[config.mk]
export PLATFORM = sky130hd
export DESIGN_NAME = exc_entry
export DESIGN_NICKNAME = d
export VERILOG_FILES = /design/src/rtl/exc_entry.sv
export SDC_FILE = /design/constraint.sdc
export NUM_CORES = 1
export LEC_CHECK = 0
export BUFFER_PORTS_ARGS = -buffer_cell sky130_fd_sc_hd__buf_4
export CORE_MARGIN = 5
export CORE_UTILIZATION = 28
export DETAILED_ROUTE_END_ITERATION = 7
export GPL_TIMING_DRIVEN = 0
export PLACE_DENSITY = 0.53
export SLEW_MARGIN = 20
export SYNTH_ARGS = -nofsm -noshare
export SYNTH_HDL_FRONTEND = slang
export SYNTH_SLANG_ARGS = --single-unit
[constraint.sdc]
create_clock -name clk -period 2.86 [get_ports clk]
set_input_delay 0.429 -clock clk [delete_from_list [all_inputs] [get_ports clk]]
set_output_delay 0.429 -clock clk [all_outputs]
set_load 0.005 [all_outputs]
[src/rtl/exc_entry.sv]
module exc_entry #(
  parameter logic [31:0] GEN_OFS   = 32'h0000_0180,
  parameter logic [31:0] BOOT_BASE = 32'hBFC0_0200,
  parameter logic [31:0] RUN_BASE  = 32'h8000_0000,
  parameter logic [31:0] ERR_VEC   = 32'hBFC0_0000,
  parameter logic [31:0] DBG_VEC   = 32'hBFC0_0480,
  parameter logic [4:0]  CODE_TLBL = 5'd2,
  parameter logic [4:0]  CODE_TLBS = 5'd3
) (
  input  logic        clk,
  input  logic        rst_n,
  input  logic        exc_vld,
  input  logic [2:0]  exc_kind,
  input  logic [4:0]  exc_code,
  input  logic        in_slot,
  input  logic        refill,
  input  logic [31:0] pc,
  input  logic [4:0]  cur_stat,
  input  logic        cur_user,
  input  logic        cur_dbg,
  input  logic [31:0] cur_cause,
  input  logic [31:0] cur_epc,
  input  logic [31:0] cur_errorepc,
  input  logic [31:0] cur_depc,
  output logic        redir_vld,
  output logic [31:0] redir_pc,
  output logic [4:0]  new_stat,
  output logic        new_user,
  output logic        new_dbg,
  output logic [31:0] new_cause,
  output logic [31:0] new_epc,
  output logic [31:0] new_errorepc,
  output logic [31:0] new_depc,
  output logic        slot_clr,
  output logic        watch_clr
);
  localparam int EXL = 0, ERL = 1, BEV = 2, SRF = 3, NMF = 4, BD = 31;
  localparam logic [2:0] K_GEN = 3'd0, K_TLBL = 3'd1, K_TLBS = 3'd2,
                         K_NMI = 3'd3, K_SRST = 3'd4, K_DBG = 3'd5;

  logic        general, tlb, take;
  logic [31:0] ret_pc, base, ofs;
  logic [4:0]  code;

  assign general = exc_kind <= K_TLBS;
  assign tlb     = (exc_kind == K_TLBL) || (exc_kind == K_TLBS);
  assign take    = exc_vld && (exc_kind <= K_DBG);
  assign ret_pc  = in_slot ? pc - 32'd4 : pc;
  assign base    = cur_stat[BEV] ? BOOT_BASE : RUN_BASE;
  assign ofs     = (tlb && refill && !cur_stat[EXL]) ? 32'd0 : GEN_OFS;
  assign code    = (exc_kind == K_TLBL) ? CODE_TLBL :
                   (exc_kind == K_TLBS) ? CODE_TLBS : exc_code;

  logic [31:0] n_pc, n_cause, n_epc, n_errorepc, n_depc;
  logic [4:0]  n_stat;
  logic        n_user, n_dbg, n_sc;

  always_comb begin
    n_pc       = ERR_VEC;
    n_stat     = cur_stat;
    n_user     = 1'b0;
    n_dbg      = cur_dbg;
    n_cause    = cur_cause;
    n_epc      = cur_epc;
    n_errorepc = cur_errorepc;
    n_depc     = cur_depc;
    n_sc       = in_slot;
    if (general) begin
      if (!cur_stat[EXL]) begin
        n_epc       = ret_pc;
        n_cause[BD] = in_slot;
      end else begin
        n_sc = 1'b0;
      end
      n_stat[EXL]    = 1'b1;
      n_cause[6:2]   = code;
      n_pc           = base + ofs;
    end else if (exc_kind == K_DBG) begin
      n_depc = ret_pc;
      n_dbg  = 1'b1;
      n_pc   = DBG_VEC;
    end else begin
      n_errorepc  = ret_pc;
      n_stat[ERL] = 1'b1;
      n_stat[BEV] = 1'b1;
      if (exc_kind == K_NMI) n_stat[NMF] = 1'b1;
      else                   n_stat[SRF] = 1'b1;
    end
  end

  always_ff @(posedge clk) begin
    if (!rst_n) begin
      redir_vld    <= 1'b0;
      redir_pc     <= '0;
      new_stat     <= '0;
      new_user     <= 1'b0;
      new_dbg      <= 1'b0;
      new_cause    <= '0;
      new_epc      <= '0;
      new_errorepc <= '0;
      new_depc     <= '0;
      slot_clr     <= 1'b0;
      watch_clr    <= 1'b0;
    end else begin
      redir_vld <= take;
      slot_clr  <= take && n_sc;
      watch_clr <= take && (exc_kind == K_SRST);
      if (take) begin
        redir_pc     <= n_pc;
        new_stat     <= n_stat;
        new_user     <= n_user && cur_user;
        new_dbg      <= n_dbg;
        new_cause    <= n_cause;
        new_epc      <= n_epc;
        new_errorepc <= n_errorepc;
        new_depc     <= n_depc;
      end
    end
  end

  p_redirect_r1: assert property (@(posedge clk) disable iff (!rst_n)
    (exc_vld && exc_kind <= K_DBG) |=> redir_vld);
  p_ignore_r10: assert property (@(posedge clk) disable iff (!rst_n)
    !(exc_vld && exc_kind <= K_DBG) |=> !redir_vld && !watch_clr && !slot_clr && $stable(redir_pc));
  p_exl_set_r2: assert property (@(posedge clk) disable iff (!rst_n)
    (exc_vld && exc_kind <= K_TLBS) |=> new_stat[EXL] && !new_user);
  p_epc_keep_r3: assert property (@(posedge clk) disable iff (!rst_n)
    (exc_vld && exc_kind <= K_TLBS && cur_stat[EXL]) |=>
      new_epc == $past(cur_epc) && new_cause[BD] == $past(cur_cause[BD]) && !slot_clr);
  p_tlbl_code_r5: assert property (@(posedge clk) disable iff (!rst_n)
    (exc_vld && exc_kind == K_TLBL) |=> new_cause[6:2] == CODE_TLBL);
  p_err_vec_r6: assert property (@(posedge clk) disable iff (!rst_n)
    (exc_vld && (exc_kind == K_NMI || exc_kind == K_SRST)) |=>
      redir_pc == ERR_VEC && new_stat[ERL] && new_stat[BEV] && new_cause == $past(cur_cause));
  p_watch_r7: assert property (@(posedge clk) disable iff (!rst_n)
    (exc_vld && exc_kind != K_SRST) |=> !watch_clr);
  p_dbg_r8: assert property (@(posedge clk) disable iff (!rst_n)
    (exc_vld && exc_kind == K_DBG) |=> new_dbg && !new_user && redir_pc == DBG_VEC);
endmodule

## Yosys cells after proc, flatten, opt, wreduce, memory -nomap -nowiden

Cells that the tools add are included.

- Output and inout bits: 170
- Register bits after elaboration: 169
- Logic and storage cells: 51

- Reduce and logical (&&, ||, !) cells: 7
- Equal/unequal tests: 5
- $lt $le $gt $ge: 2
- Multiplexer cells: 25
- Add/sub/neg operators: 2

Operators by type and width:

| cell | number |
|---|---|
| 32-bit two-way mux | 8 |
| 32-bit by 9-bit adder with 32-bit output | 1 |
| 32-bit by 3-bit subtractor with 32-bit output, second input constant | 1 |
| 30-bit two-way mux | 1 |
| 5-bit two-way mux | 3 |
| 11-bit two-way mux | 1 |
| 1-bit two-way mux | 9 |
| 9-bit two-way mux | 1 |
| 4-bit two-way mux | 2 |
| 3-bit by 2-bit equality test with 1-bit output, second input constant | 2 |
| 3-bit equality test, second input constant | 2 |
| 1-bit logical AND | 5 |
| 3-bit by 1-bit equality test with 1-bit output, second input constant | 1 |
| 3-bit by 2-bit <= comparator with 1-bit output, second input constant | 1 |
| 3-bit <= comparator, second input constant | 1 |
| 1-bit logical NOT | 1 |
| 1-bit logical OR | 1 |

## Depth between registers and ports, before layout

- Depth after elaboration: 7
- Depth in mapped cells: 8
- Mapped depth without buffers: 7

## Worst setup path before layout

No wires, ideal clock.

- Path kind: input -> register
- Start: input port pc[18]
- End: register new_depc[26]
- Buffers on the path: 2
- Setup slack: 383 ps
- Arrival time: 2347 ps
- Required time: 2730 ps
- Stages on the path: 7
- Cell sequence: or4_1 -> buf_2 -> or3_1 -> buf_2 -> or4_4 -> xor2_1 -> o211ai_1

- Longest elaborated chain between the ends: 4

Ends and longest elaborated chain:

| item | RTL line | text |
|---|---|---|
| from (decl) | 17 | `input logic [31:0] pc,` |
| 32-bit by 3-bit subtractor with 32-bit output | 48 | `assign ret_pc = in_slot ? pc - 32'd4 : pc;` |
| 32-bit two-way mux | 48 |  |
| 32-bit two-way mux | 78 | `end else if (exc_kind == K_DBG) begin` |
| 32-bit two-way mux | 68 | `if (general) begin` |
| to (signal assigned) | 116 | `new_depc <= n_depc;` |
| to (decl) | 33 | `output logic [31:0] new_depc,` |

Every way passes these cells.
A chain may end at the register's enable or synchronous reset.

## Final worst setup path

- Start: input port exc_kind[2]
- End: register new_epc[25]

- Longest elaborated chain between the ends: 2
- Elaborated cells on any way between the ends: 4
- Those cells by class: 2 x order compare; 1 x mux; 1 x reduce/logical

Ends and longest elaborated chain:

| item | RTL line | text |
|---|---|---|
| from (decl) | 13 | `input logic [2:0] exc_kind,` |
| 3-bit by 2-bit <= comparator with 1-bit output / 3-bit <= comparator (equally long branches) | 45, 47 |  |
| 32-bit two-way mux / 1-bit logical AND (equally long branches) | 68, 47 |  |
| to (signal assigned) | 114 | `new_epc <= n_epc;` |
| to (decl) | 31 | `output logic [31:0] new_epc,` |

Parallel ways exist; a longest one is shown, timed or not.

==> impl_results.md <==
- Status: completed
- CORE AREA: 23300 um^2
- Area Growth Syn to Fin: 54.4%
- Number of synthesized flops with an enable pin: 0
- Sequential cell area: 2860 um^2
- R2R Setup Slk: 1990 ps
- # IOs: 350
- Synth area leaders: dfxtp_1 44%, nand2_1 6.6%, a21oi_1 6.4%
- Crit-path max FO: 10
- Num CTS Buffers: 17
- Max-slew headroom: 47.7%
- Slew Limit Fails: 0
- Vias in the first global route: 7318
- Final Hold Viols: 0
- Placed cell count: 1476
- Post-route insts no fill: 1508
- Yosys reg bits: 143
- TritonCTS Sinks: 143
- Vias/cell: 5.01
- Main synth FF type: dfxtp_1
- Worst-margin pin slew: 784 ps
- Layout cells sized above 1: 33.1%
- Nets: 1357
- Initial core utilization: 28.2%
- Cts hold-fix bufs: 0
- Syn. warnings: 0
- Setup Viol. Count Final: 0
- Postcts setup bufs: 0
- Cell Rows: 56
- Post-synth ARST share: 0%
- DP HPWL: 25400 um
- First-pass DRT Iterations: 5
- Final Cycle Share: 93.6%
- Total die area: 26600 um^2
- IO Port Bufs: 324
- H-tree depth: 4
- Multi-input gate area in the final layout: 3260 um^2
- Crit path kind: primary input to flip-flop
- Final Skew: 0 ps
- Critical Path RT: 3190 ps
- Via count: 7555
- Iter 0 DRT Violations: 437
- Fin util: 43.5%
- GP Congestion: 0.850
- Startpoint types: primary input
- Fill cell count: 2496
- Hold depth: 3
- CTS tree: built
- CP endpoint kind: flip-flop
- Routed wire length: 32300 um
- Total power: 5.73 mW
- Most frequent cell after synthesis: dfxtp_1
- First-pass GRT wire length: 46100 um
- Mapped Area: 6550 um^2
- Global-route usage over all layers: 23.3%
- Max cap viols: 0
- PD cells: 566 nW/um^2
- Die width: 163 um
- Residual DRC: 0
- Final min period: 2680 ps
- Grt ovf: 0
- Leak: 4.32 nW
- Clk root buf: clkbuf_16
- Largest area contributor in the netlist: dfxtp_1
- Worst Path Arrival: 3010 ps
- Count of cell types in the netlist: 57
- Pre-CTS setup slack: -528 ps
- Final ANT Viol Nets: 0
- Post-synth top area share: 43.7%
- Routed wire per std cell: 21.4 um
- HP Class: primary input to flip-flop
- Fmax: 374 MHz
- Syn_area_per_cell: 8.05 um^2
- Maximum root-to-sink buffer count: 2
- Initial antenna violation count: 1
- Die Ht: 163 um
- Reg clk slew, reported paths: 70 ps
- Final worst slack: 183 ps
- Sequential area share after synthesis: 43.7%
- VDD IR-drop max: 303 uV
- Largest net degree at the start of global routing: 17
- R2R cell count: 3
- Post-synth top cells: 143 x dfxtp_1, 115 x nand2_1, 84 x a21oi_1, 58 x clkbuf_1, 53 x nor2_1
- Syn Inst Count: 814
- Worst-Skew Late Latency: 420 ps
- Setup repair after global routing missed its margin: false
## sequential cells by signal, summed over array words and instances (netlist names)
name,flops
redir_pc,6
watch_clr,1
redir_vld,1
new_dbg,1
new_stat,5
new_depc,32
slot_clr,1
new_cause,32
new_errorepc,32
new_epc,32
## cell families after synthesis
family	count (synthesis)	share of synthesized area [%]
fa+ha+maj	2	0.344
simple gates	278	19.8
other cells	1	0.0572
xor+xnor	22	2.94
mux	2	0.305
buf+inv	112	8.02
compound gates	254	24.8
flops	143	43.7
## critical path: stages
cell and delay, ps:
buf_4 120, clkbuf_1 200, a211oi_2 690, clkbuf_1 640
nand2_1 570, o211ai_1 340
## final timing paths
check | start | endpoint
setup / recovery | exc_kind[2] | new_epc[25]
hold / removal | cur_cause[7] | new_cause[7]
setup reg to reg | new_depc[13] | new_depc[13]
hold reg to reg | new_cause[11] | new_cause[11]
## power by group
| part | switching [mW] | internal [mW] | leakage, nW |
|---|---|---|---|
| Combinational | 0.523 | 0.509 | 2.84 |
| Clock | 0.936 | 1.56 | 0.305 |
| Sequential | 0.0752 | 2.13 | 1.18 |
| Total | 1.53 | 4.20 | 4.32 |
## through the flow
step | TNS [ps] | cell area [um^2] | hold slack, ps
floorplan | 0 | 6630 | 446
global placement | -20560 | 9460 | 440
detailed placement | -20980 | 9460 | 445
CTS | 0 | 10100 | 225
global route | 0 | 10100 | 232
finish | 0 | 10100 | 246
## repair_timing
| action | 4_1_cts | 5_1_grt |
|---|---|---|
| gates resized for setup | 1 | 3 |
| gates cloned | 0 | 0 |
| endpoints found under the setup margin | 16 | 5 |
## placed cells by master, fill, tap and decap left out, types with 4 or more instances in the layout
cell type	instances
a21o_1	4
o32ai_1	4
nor4_1	8
o221ai_1	29
clkbuf_16	17
xnor2_1	16
conb_1	20
nor2_1	53
a311oi_1	5
a211oi_1	9
o21ai_0	52
bufinv_16	5
a22oi_1	16
buf_1	7
xor2_1	6
a31oi_1	4
and3_1	4
or4_1	5
nor3_1	22
o22ai_1	8
nand3_1	35
clkbuf_1	59
dfxtp_1	143
o211ai_1	17
inv_1	17
buf_4	351
a21oi_1	83
nand4b_1	5
and2_1	4
nand2_1	115
or3_1	5
## routing by layer
metal	part of all wire, %	track usage, %	vias up	routed length [um]
met5	0	0	-	0
met3	8.5	6.76	32	2760
met1	41	29.2	3597	13300
li1	-	-	3627	-
met4	1.5	5.60	0	494
met2	49	39.8	299	15800
## area by class of cell
| cell class | count | area share [%] |
|---|---|---|
| tap | 319 | 3.94 |
| inverter | 18 | 0.667 |
| clock buffer | 19 | 4.28 |
| clock inverter | 12 | 2.06 |
| timing repair buffer | 324 | 24.0 |
| antenna | 1 | 0.0247 |
| sequential | 143 | 28.3 |
| multi-input combinational | 578 | 32.2 |
| buffer | 94 | 4.52 |
Note: power is estimated with default switching activity, not from simulation.
